$ cat src/rtl/cfl_pkg.sv
package cfl_pkg;
    localparam int MAIN_W      = 10;
    localparam int AUX_W       = 3;
    localparam int WIDE_BITS   = 48;
    localparam int NARROW_BITS = 30;
    localparam int IDX_W       = $clog2(WIDE_BITS);

    // field positions inside one device group
    localparam int WIDE_A_LSB   = 32;
    localparam int WIDE_B_LSB   = 16;
    localparam int NARROW_A_LSB = 20;
    localparam int NARROW_B_LSB = 10;

    localparam int CNT_RST_BIT = 4;

    localparam logic [MAIN_W-1:0] MAIN_RST = 10'h37F;
    localparam logic [AUX_W-1:0]  AUX_RST  = 3'b111;

    typedef enum logic [1:0] {
        ST_IDLE,
        ST_SKIP,
        ST_CAPTURE,
        ST_COMMIT
    } ld_state_e;

    typedef struct packed {
        logic [MAIN_W-1:0] copy_a;
        logic [MAIN_W-1:0] copy_b;
        logic [AUX_W-1:0]  aux;
    } cfg_fields_t;
endpackage

$ cat src/rtl/cfl_seq_count.sv
module cfl_seq_count
    import cfl_pkg::*;
#(
    parameter int CHAIN_W = 10
) (
    input  logic               clk,
    input  logic               rst_n,
    input  logic               load,
    input  logic               load_wide,
    input  logic [CHAIN_W-1:0] load_groups,
    input  logic               step,
    output logic               group_end,
    output logic               one_left,
    output logic               wide_q
);
    localparam logic [IDX_W-1:0] WIDE_TOP   = IDX_W'(WIDE_BITS - 1);
    localparam logic [IDX_W-1:0] NARROW_TOP = IDX_W'(NARROW_BITS - 1);

    logic [IDX_W-1:0]   bit_idx;
    logic [IDX_W-1:0]   top_idx;
    logic [CHAIN_W-1:0] grp_left;

    assign top_idx   = wide_q ? WIDE_TOP : NARROW_TOP;
    assign group_end = (bit_idx == top_idx);
    assign one_left  = (grp_left == CHAIN_W'(1));

    always_ff @(posedge clk or negedge rst_n) begin
        if (!rst_n) begin
            bit_idx  <= '0;
            grp_left <= '0;
            wide_q   <= 1'b0;
        end else if (load) begin
            bit_idx  <= '0;
            grp_left <= load_groups;
            wide_q   <= load_wide;
        end else if (step) begin
            if (group_end) begin
                bit_idx <= '0;
                if (grp_left != '0) begin
                    grp_left <= grp_left - CHAIN_W'(1);
                end
            end else begin
                bit_idx <= bit_idx + IDX_W'(1);
            end
        end
    end


    idx_range_chk: assert property (@(posedge clk) disable iff (!rst_n)
        bit_idx <= top_idx);


    grp_dec_chk: assert property (@(posedge clk) disable iff (!rst_n)
        (!load && step && group_end && grp_left != '0)
            |=> grp_left == $past(grp_left) - CHAIN_W'(1));
endmodule

$ cat src/rtl/cfl_capture.sv
module cfl_capture
    import cfl_pkg::*;
(
    input  logic        clk,
    input  logic        rst_n,
    input  logic        clear,
    input  logic        shift,
    input  logic        din,
    input  logic        wide,
    output cfg_fields_t fields
);
    logic [WIDE_BITS-1:0] shreg;

    always_ff @(posedge clk or negedge rst_n) begin
        if (!rst_n) begin
            shreg <= '0;
        end else if (clear) begin
            shreg <= '0;
        end else if (shift) begin
            shreg <= {shreg[WIDE_BITS-2:0], din};
        end
    end

    always_comb begin
        if (wide) begin
            fields.copy_a = shreg[WIDE_A_LSB +: MAIN_W];
            fields.copy_b = shreg[WIDE_B_LSB +: MAIN_W];
        end else begin
            fields.copy_a = shreg[NARROW_A_LSB +: MAIN_W];
            fields.copy_b = shreg[NARROW_B_LSB +: MAIN_W];
        end
        fields.aux = shreg[AUX_W-1:0];
    end


    hold_chk: assert property (@(posedge clk) disable iff (!rst_n)
        (!clear && !shift) |=> $stable(shreg));
endmodule

$ cat src/rtl/cfl_commit.sv
module cfl_commit
    import cfl_pkg::*;
(
    input  logic              clk,
    input  logic              rst_n,
    input  logic              commit,
    input  cfg_fields_t       fields,
    output logic [MAIN_W-1:0] main_q,
    output logic [AUX_W-1:0]  aux_q,
    output logic              wr_pulse,
    output logic              crst_pulse
);
    logic copies_equal;

    assign copies_equal = (fields.copy_a == fields.copy_b);

    always_ff @(posedge clk or negedge rst_n) begin
        if (!rst_n) begin
            main_q     <= MAIN_RST;
            aux_q      <= AUX_RST;
            wr_pulse   <= 1'b0;
            crst_pulse <= 1'b0;
        end else begin
            wr_pulse   <= 1'b0;
            crst_pulse <= 1'b0;
            if (commit) begin
                aux_q <= fields.aux;
                if (copies_equal) begin
                    main_q     <= fields.copy_a;
                    wr_pulse   <= 1'b1;
                    crst_pulse <= fields.copy_a[CNT_RST_BIT];
                end
            end
        end
    end


    main_hold_chk: assert property (@(posedge clk) disable iff (!rst_n)
        !wr_pulse |-> $stable(main_q));


    wr_single_chk: assert property (@(posedge clk) disable iff (!rst_n)
        wr_pulse |=> !wr_pulse);


    crst_with_wr_chk: assert property (@(posedge clk) disable iff (!rst_n)
        crst_pulse |-> (wr_pulse && main_q[CNT_RST_BIT]));


    mismatch_chk: assert property (@(posedge clk) disable iff (!rst_n)
        (commit && !copies_equal) |=> !wr_pulse);
endmodule

$ cat src/rtl/cfg_chain_loader.sv
module cfg_chain_loader
    import cfl_pkg::*;
#(
    parameter int CHAIN_W = 10
) (
    input  logic               clk,
    input  logic               rst_n,
    input  logic               start,
    input  logic               fmt_wide,
    input  logic [CHAIN_W-1:0] chain_m1,
    input  logic               abort,
    input  logic               bit_valid,
    input  logic               bit_in,
    output logic               fwd_valid,
    output logic               fwd_bit,
    output logic [MAIN_W-1:0]  main_cfg,
    output logic [AUX_W-1:0]   aux_cfg,
    output logic               cfg_wr,
    output logic               cnt_reset
);
    ld_state_e   state_q, state_d;
    logic        group_end, one_left, wide_q;
    logic        accept, step, shift, commit;
    cfg_fields_t fields;

    // a bit counts only when no start or abort overrides the cycle
    assign accept = bit_valid && !start && !abort;
    assign step   = accept && (state_q == ST_SKIP || state_q == ST_CAPTURE);
    assign shift  = accept && (state_q == ST_CAPTURE);
    assign commit = (state_q == ST_COMMIT);

    always_comb begin
        state_d = state_q;
        if (start) begin
            state_d = (chain_m1 == '0) ? ST_CAPTURE : ST_SKIP;
        end else if (abort) begin
            state_d = ST_IDLE;
        end else begin
            unique case (state_q)
                ST_IDLE: state_d = ST_IDLE;
                ST_SKIP: begin
                    if (bit_valid && group_end && one_left) begin
                        state_d = ST_CAPTURE;
                    end
                end
                ST_CAPTURE: begin
                    if (bit_valid && group_end) begin
                        state_d = ST_COMMIT;
                    end
                end
                ST_COMMIT: state_d = ST_IDLE;
                default:   state_d = ST_IDLE;
            endcase
        end
    end

    always_ff @(posedge clk or negedge rst_n) begin
        if (!rst_n) begin
            state_q <= ST_IDLE;
        end else begin
            state_q <= state_d;
        end
    end

    always_ff @(posedge clk or negedge rst_n) begin
        if (!rst_n) begin
            fwd_valid <= 1'b0;
            fwd_bit   <= 1'b0;
        end else begin
            fwd_valid <= accept && (state_q == ST_SKIP);
            fwd_bit   <= bit_in;
        end
    end

    cfl_seq_count #(.CHAIN_W(CHAIN_W)) u_count (
        .clk         (clk),
        .rst_n       (rst_n),
        .load        (start),
        .load_wide   (fmt_wide),
        .load_groups (chain_m1),
        .step        (step),
        .group_end   (group_end),
        .one_left    (one_left),
        .wide_q      (wide_q)
    );

    cfl_capture u_capture (
        .clk    (clk),
        .rst_n  (rst_n),
        .clear  (start),
        .shift  (shift),
        .din    (bit_in),
        .wide   (wide_q),
        .fields (fields)
    );

    cfl_commit u_commit (
        .clk        (clk),
        .rst_n      (rst_n),
        .commit     (commit),
        .fields     (fields),
        .main_q     (main_cfg),
        .aux_q      (aux_cfg),
        .wr_pulse   (cfg_wr),
        .crst_pulse (cnt_reset)
    );


    fwd_only_skip_chk: assert property (@(posedge clk) disable iff (!rst_n)
        fwd_valid |-> $past(state_q == ST_SKIP));


    abort_idle_chk: assert property (@(posedge clk) disable iff (!rst_n)
        (abort && !start) |=> state_q == ST_IDLE);


    commit_leave_chk: assert property (@(posedge clk) disable iff (!rst_n)
        (state_q == ST_COMMIT && !start && !abort) |=> state_q == ST_IDLE);


    idle_quiet_chk: assert property (@(posedge clk) disable iff (!rst_n)
        (state_q == ST_IDLE && !start) |=> (state_q == ST_IDLE && !fwd_valid));
endmodule

$ cat config.mk
export PLATFORM = sky130hd
export DESIGN_NAME = cfg_chain_loader
export DESIGN_NICKNAME = d
export VERILOG_FILES = /design/src/rtl/cfl_pkg.sv /design/src/rtl/cfl_seq_count.sv /design/src/rtl/cfl_capture.sv /design/src/rtl/cfl_commit.sv /design/src/rtl/cfg_chain_loader.sv
export SDC_FILE = /design/constraint.sdc
export NUM_CORES = 1
export LEC_CHECK = 0
export BUFFER_PORTS_ARGS = -buffer_cell sky130_fd_sc_hd__buf_2
export CORE_ASPECT_RATIO = 0.5
export CORE_MARGIN = 10
export CORE_UTILIZATION = 35
export DETAILED_ROUTE_END_ITERATION = 10
export MAX_ROUTING_LAYER = met4
export PLACE_DENSITY_LB_ADDON = 0.3
export SKIP_LAST_GASP = 1
export SLEW_MARGIN = 20
export SYNTH_ARGS = -nofsm -noshare
export SYNTH_HDL_FRONTEND = slang
export SYNTH_SLANG_ARGS = --single-unit
$ cat constraint.sdc
create_clock -name clk -period 4.9 [get_ports clk]
set_input_delay 0 -clock clk [delete_from_list [all_inputs] [get_ports clk]]
set_output_delay 0 -clock clk [all_outputs]
set_load 0.02 [all_outputs]
==> impl_metrics.env <==
export IMPL_hold_start="bit_valid"
export IMPL_grt_max_degree=79
export IMPL_grtUsageTotal=0.1131
export IMPL_dp_hpwl_um=5327
export IMPL_maxCapViolCount=0
export IMPL_seqPwrFrac=0.452
export IMPL_drc=0
export IMPL_cts_root_buffer="clkbuf_16"
export IMPL_nets=454
export IMPL_cts_made_buffers=9
export IMPL_setup_viol=0
export IMPL_relSlewSlack=0.3866
export IMPL_grt_setup_unrepaired="no"
export IMPL_dieArea_um2=16090
export IMPL_clock_sinks=78
export IMPL_pwr_share_clk=0.482
export IMPL_antenna_found_initial=0
export IMPL_fin_crit_sh=0.5210
export IMPL_timing_rr_start="u_count.wide_q$_DFFE_PN0P_"
export IMPL_wl_um=8233
export IMPL_die_x_um=169.7
export IMPL_grt_first_pass_wirelength_um=14280
export IMPL_place_inst=551
export IMPL_row_count=27
export IMPL_syn2layout_area_growth_pct=18.58
export IMPL_yosysWarnings=0
export IMPL_p_int_uw=1148
export IMPL_p_total_uw=1496
export IMPL_synth_distinct_cells=48
export IMPL_io_pins=34
export IMPL_ctsResizeCount=0
export IMPL_num_vias=2826
export IMPL_rr_worst_depth=5
export IMPL_multi_input_area_um2=1821
export IMPL_grt_overflow=0
export IMPL_grt_pass1_vias=2847
export IMPL_worstReg2RegEnd="u_commit.main_q[7]$_DFFE_PN0P_"
export IMPL_avgRoutedWirePerCell_um=14.19
export IMPL_synth_area_per_cell_um2=10.05
export IMPL_slew_violations=0
export IMPL_hold_viol=0
export IMPL_hp_class="primary input to register"
export IMPL_crit_type="register to register"
export IMPL_postCtsHoldBufs=13
export IMPL_cts_root_to_sink_buffers=2
export IMPL_io_buffers=33
export IMPL_ys_seq_elements=78
export IMPL_drtPass1Iterations=4
export IMPL_clkLatencyLatePin_ns=0.34
export IMPL_num_antenna_cells=0
export IMPL_power_density_nw_per_um2=321.9
export IMPL_fin_crit_ns=2.553
export IMPL_syn_num_nets=414
export IMPL_max_slew_worst_pin_slew_ns=0.9184
export IMPL_n_fill_cell=1062
export IMPL_seq_area_um2=1967
export IMPL_crit_path_end_kind="register"
export IMPL_hold_depth=2
export IMPL_ant_nets=0
export IMPL_gp_congestion=0.7898
export IMPL_synth_top_area_share=0.4213
export IMPL_reg2reg_slack_ns=2.35
export IMPL_drt_initial_drc_count=170
export IMPL_crit_required_ns=5.12
export IMPL_p_sw_uw=348.7
export IMPL_cp_max_fo=19
export IMPL_clk_pin_slew_ns=0.06
export IMPL_utilization=0.4234
export IMPL_viasPerCell=4.872
export IMPL_htreeDepth=3
export IMPL_max_clock_freq_ghz=0.3917
export IMPL_coreArea_um2=10980
export IMPL_syn_inst=390
export IMPL_cts_tree="built"
export IMPL_syn_cell_area_um2=3920
export IMPL_outcome="finished, final reports clean"
export IMPL_cts_setup_buffers=0
export IMPL_yosys_top_cells_area="dfrtp_1 (42%), nand2_1 (9.1%), dfstp_2 (8.0%)"
export IMPL_worst_setup_path_start_kind="register"
export IMPL_stdcell_count=580
export IMPL_peakVddDrop_uv=165.4
export IMPL_p_leak_uw=0.002040
export IMPL_hold_path_end="fwd_valid$_DFF_PN0_"
export IMPL_combPwrFrac=0.067
export IMPL_worstPathArrival_ns=2.78
export IMPL_p_sw_frac=0.2330
export IMPL_ys_seq_area_frac=0.5018
export IMPL_die_h_um=94.84
export IMPL_setup_tns_ns=0
export IMPL_clock_skew_ns=0.007369
export IMPL_drive_above_1_share=0.2207
export IMPL_initial_utilization=0.3570
export IMPL_yosysTopAreaCell="dfrtp_1"
cells by family (layout without fill, tap and decap cells):
group / Yosys count / after routing / synth area share
DFF: 78 / 78 / 0.5018
buffers and inverters: 29 / 74 / 0.03383
adders and majority gates: 7 / 7 / 0.02234
AOI/OAI and AO/OA: 70 / 70 / 0.1098
xor gates and xnor gates: 29 / 29 / 0.06479
and+or+nand+nor: 147 / 147 / 0.1826
muxes: 30 / 30 / 0.08491
registers in the layout (all words and copies together) (netlist names), 2 cells and up:
signal,count
u_commit.aux_q,3
u_count.bit_idx,6
state_q,2
u_capture.shreg,42
u_commit.main_q,10
u_count.grp_left,10
routing by layer:
layer  vias to the layer above  track usage  share of wire
met5                         -            -              0
met4                         0      0.03774          0.014
met3                         8      0.03246          0.028
met2                        44       0.1728           0.46
met1                      1367       0.1417           0.50
li1                       1407            -              -
cells in the final DEF (no fill, tap or decap), types with 3 or more instances in the layout:
cell type | Yosys | routed
nor4_2 | 3 | 3
o2111ai_1 | 3 | 3
mux2_1 | 7 | 7
nor2_1 | 11 | 11
ha_1 | 7 | 7
nor3_1 | 8 | 8
xor2_1 | 19 | 19
nor2b_1 | 5 | 5
dfrtp_1 | 66 | 66
clkbuf_16 | 0 | 9
nand3_1 | 5 | 5
and3_1 | 3 | 3
xnor2_1 | 10 | 10
mux2_2 | 19 | 19
mux2i_1 | 4 | 4
nand2_1 | 95 | 95
a21oi_1 | 45 | 45
o21ai_0 | 6 | 6
inv_1 | 8 | 8
buf_4 | 1 | 3
dfstp_2 | 12 | 12
o21ai_1 | 3 | 3
dlygate4sd3_1 | 0 | 13
buf_2 | 4 | 32
power groups by stage:
stage	clock (uW)	combinational, uW	sequential [uW]
6_report	721	99.9	676
4_1_cts	740	102	676
3_5_place_dp	0	93.1	687
5_1_grt	769	113	678
2_1_floorplan	0	63.1	681
3_3_place_gp	0	92.9	687
worst max-delay path by stage:
| stage | startpoint | end | slack (ns) | depth (start not counted) |
|---|---|---|---|---|
| 3_3_place_gp | u_count.wide_q$_DFFE_PN0P_ | u_commit.main_q[7]$_DFFE_PN0P_ | 2.38 | 5 |
| 3_5_place_dp | u_count.wide_q$_DFFE_PN0P_ | u_commit.main_q[7]$_DFFE_PN0P_ | 2.34 | 5 |
| 2_1_floorplan | state_q[0]$_DFFE_PN0P_ | u_count.grp_left[5]$_DFFE_PN0P_ | 2.93 | 7 |
| 6_report | u_count.wide_q$_DFFE_PN0P_ | u_commit.main_q[7]$_DFFE_PN0P_ | 2.35 | 5 |
| 4_1_cts | u_count.wide_q$_DFFE_PN0P_ | u_commit.main_q[7]$_DFFE_PN0P_ | 2.32 | 5 |
| 5_1_grt | u_count.wide_q$_DFFE_PN0P_ | u_commit.main_q[7]$_DFFE_PN0P_ | 2.12 | 5 |
metrics by stage:
stage	hold slack [ns]	worst slack, ns	cell area, um2
4_1_cts	0.01518	2.318	4644
3_5_place_dp	0.1281	2.336	4193
3_3_place_gp	0.1268	2.376	4193
2_1_floorplan	-0.2956	2.927	3920
6_report	0.02966	2.347	4648
5_1_grt	0.01653	2.125	4648
critical path, cell delays in order (launching register included):
cell,delay (ns)
dfrtp_1,0.84
nand2_1,0.12
a21oi_1,0.15
o2111ai_1,0.13
a211oi_2,0.81
mux2_1,0.38
Yosys cell counts, drive strengths merged:
master    n
nand2    95
dfrtp    66
a21oi    45
mux2     26
xor2     19
clkbuf   12
dfstp    12
nor2     11
nor3     10
xnor2    10
inv       9
o21ai     9
buf       8
ha        7
nand3     5
nor2b     5
mux2i     4
nor4      4
and3      3
nor4b     3
o2111ai   3
o211ai    3
a2111oi   2
a22o      2
a31oi     2
and4      2
nand4     2
nor3b     2
or3       2
a211oi    1
a2bb2oi   1
and4b     1
nand2b    1
o21a      1
o31a      1
or2       1
layout make-up:
type                    instances  area share
inverters                       9    0.007268
clock inverters                 7     0.02073
flip-flops and latches         78      0.4231
well taps                     145     0.03903
clock buffers                   9     0.04845
multi-input cells             283      0.3917
repair buffers                 49     0.06972
(Power assumes the default switching activity.)
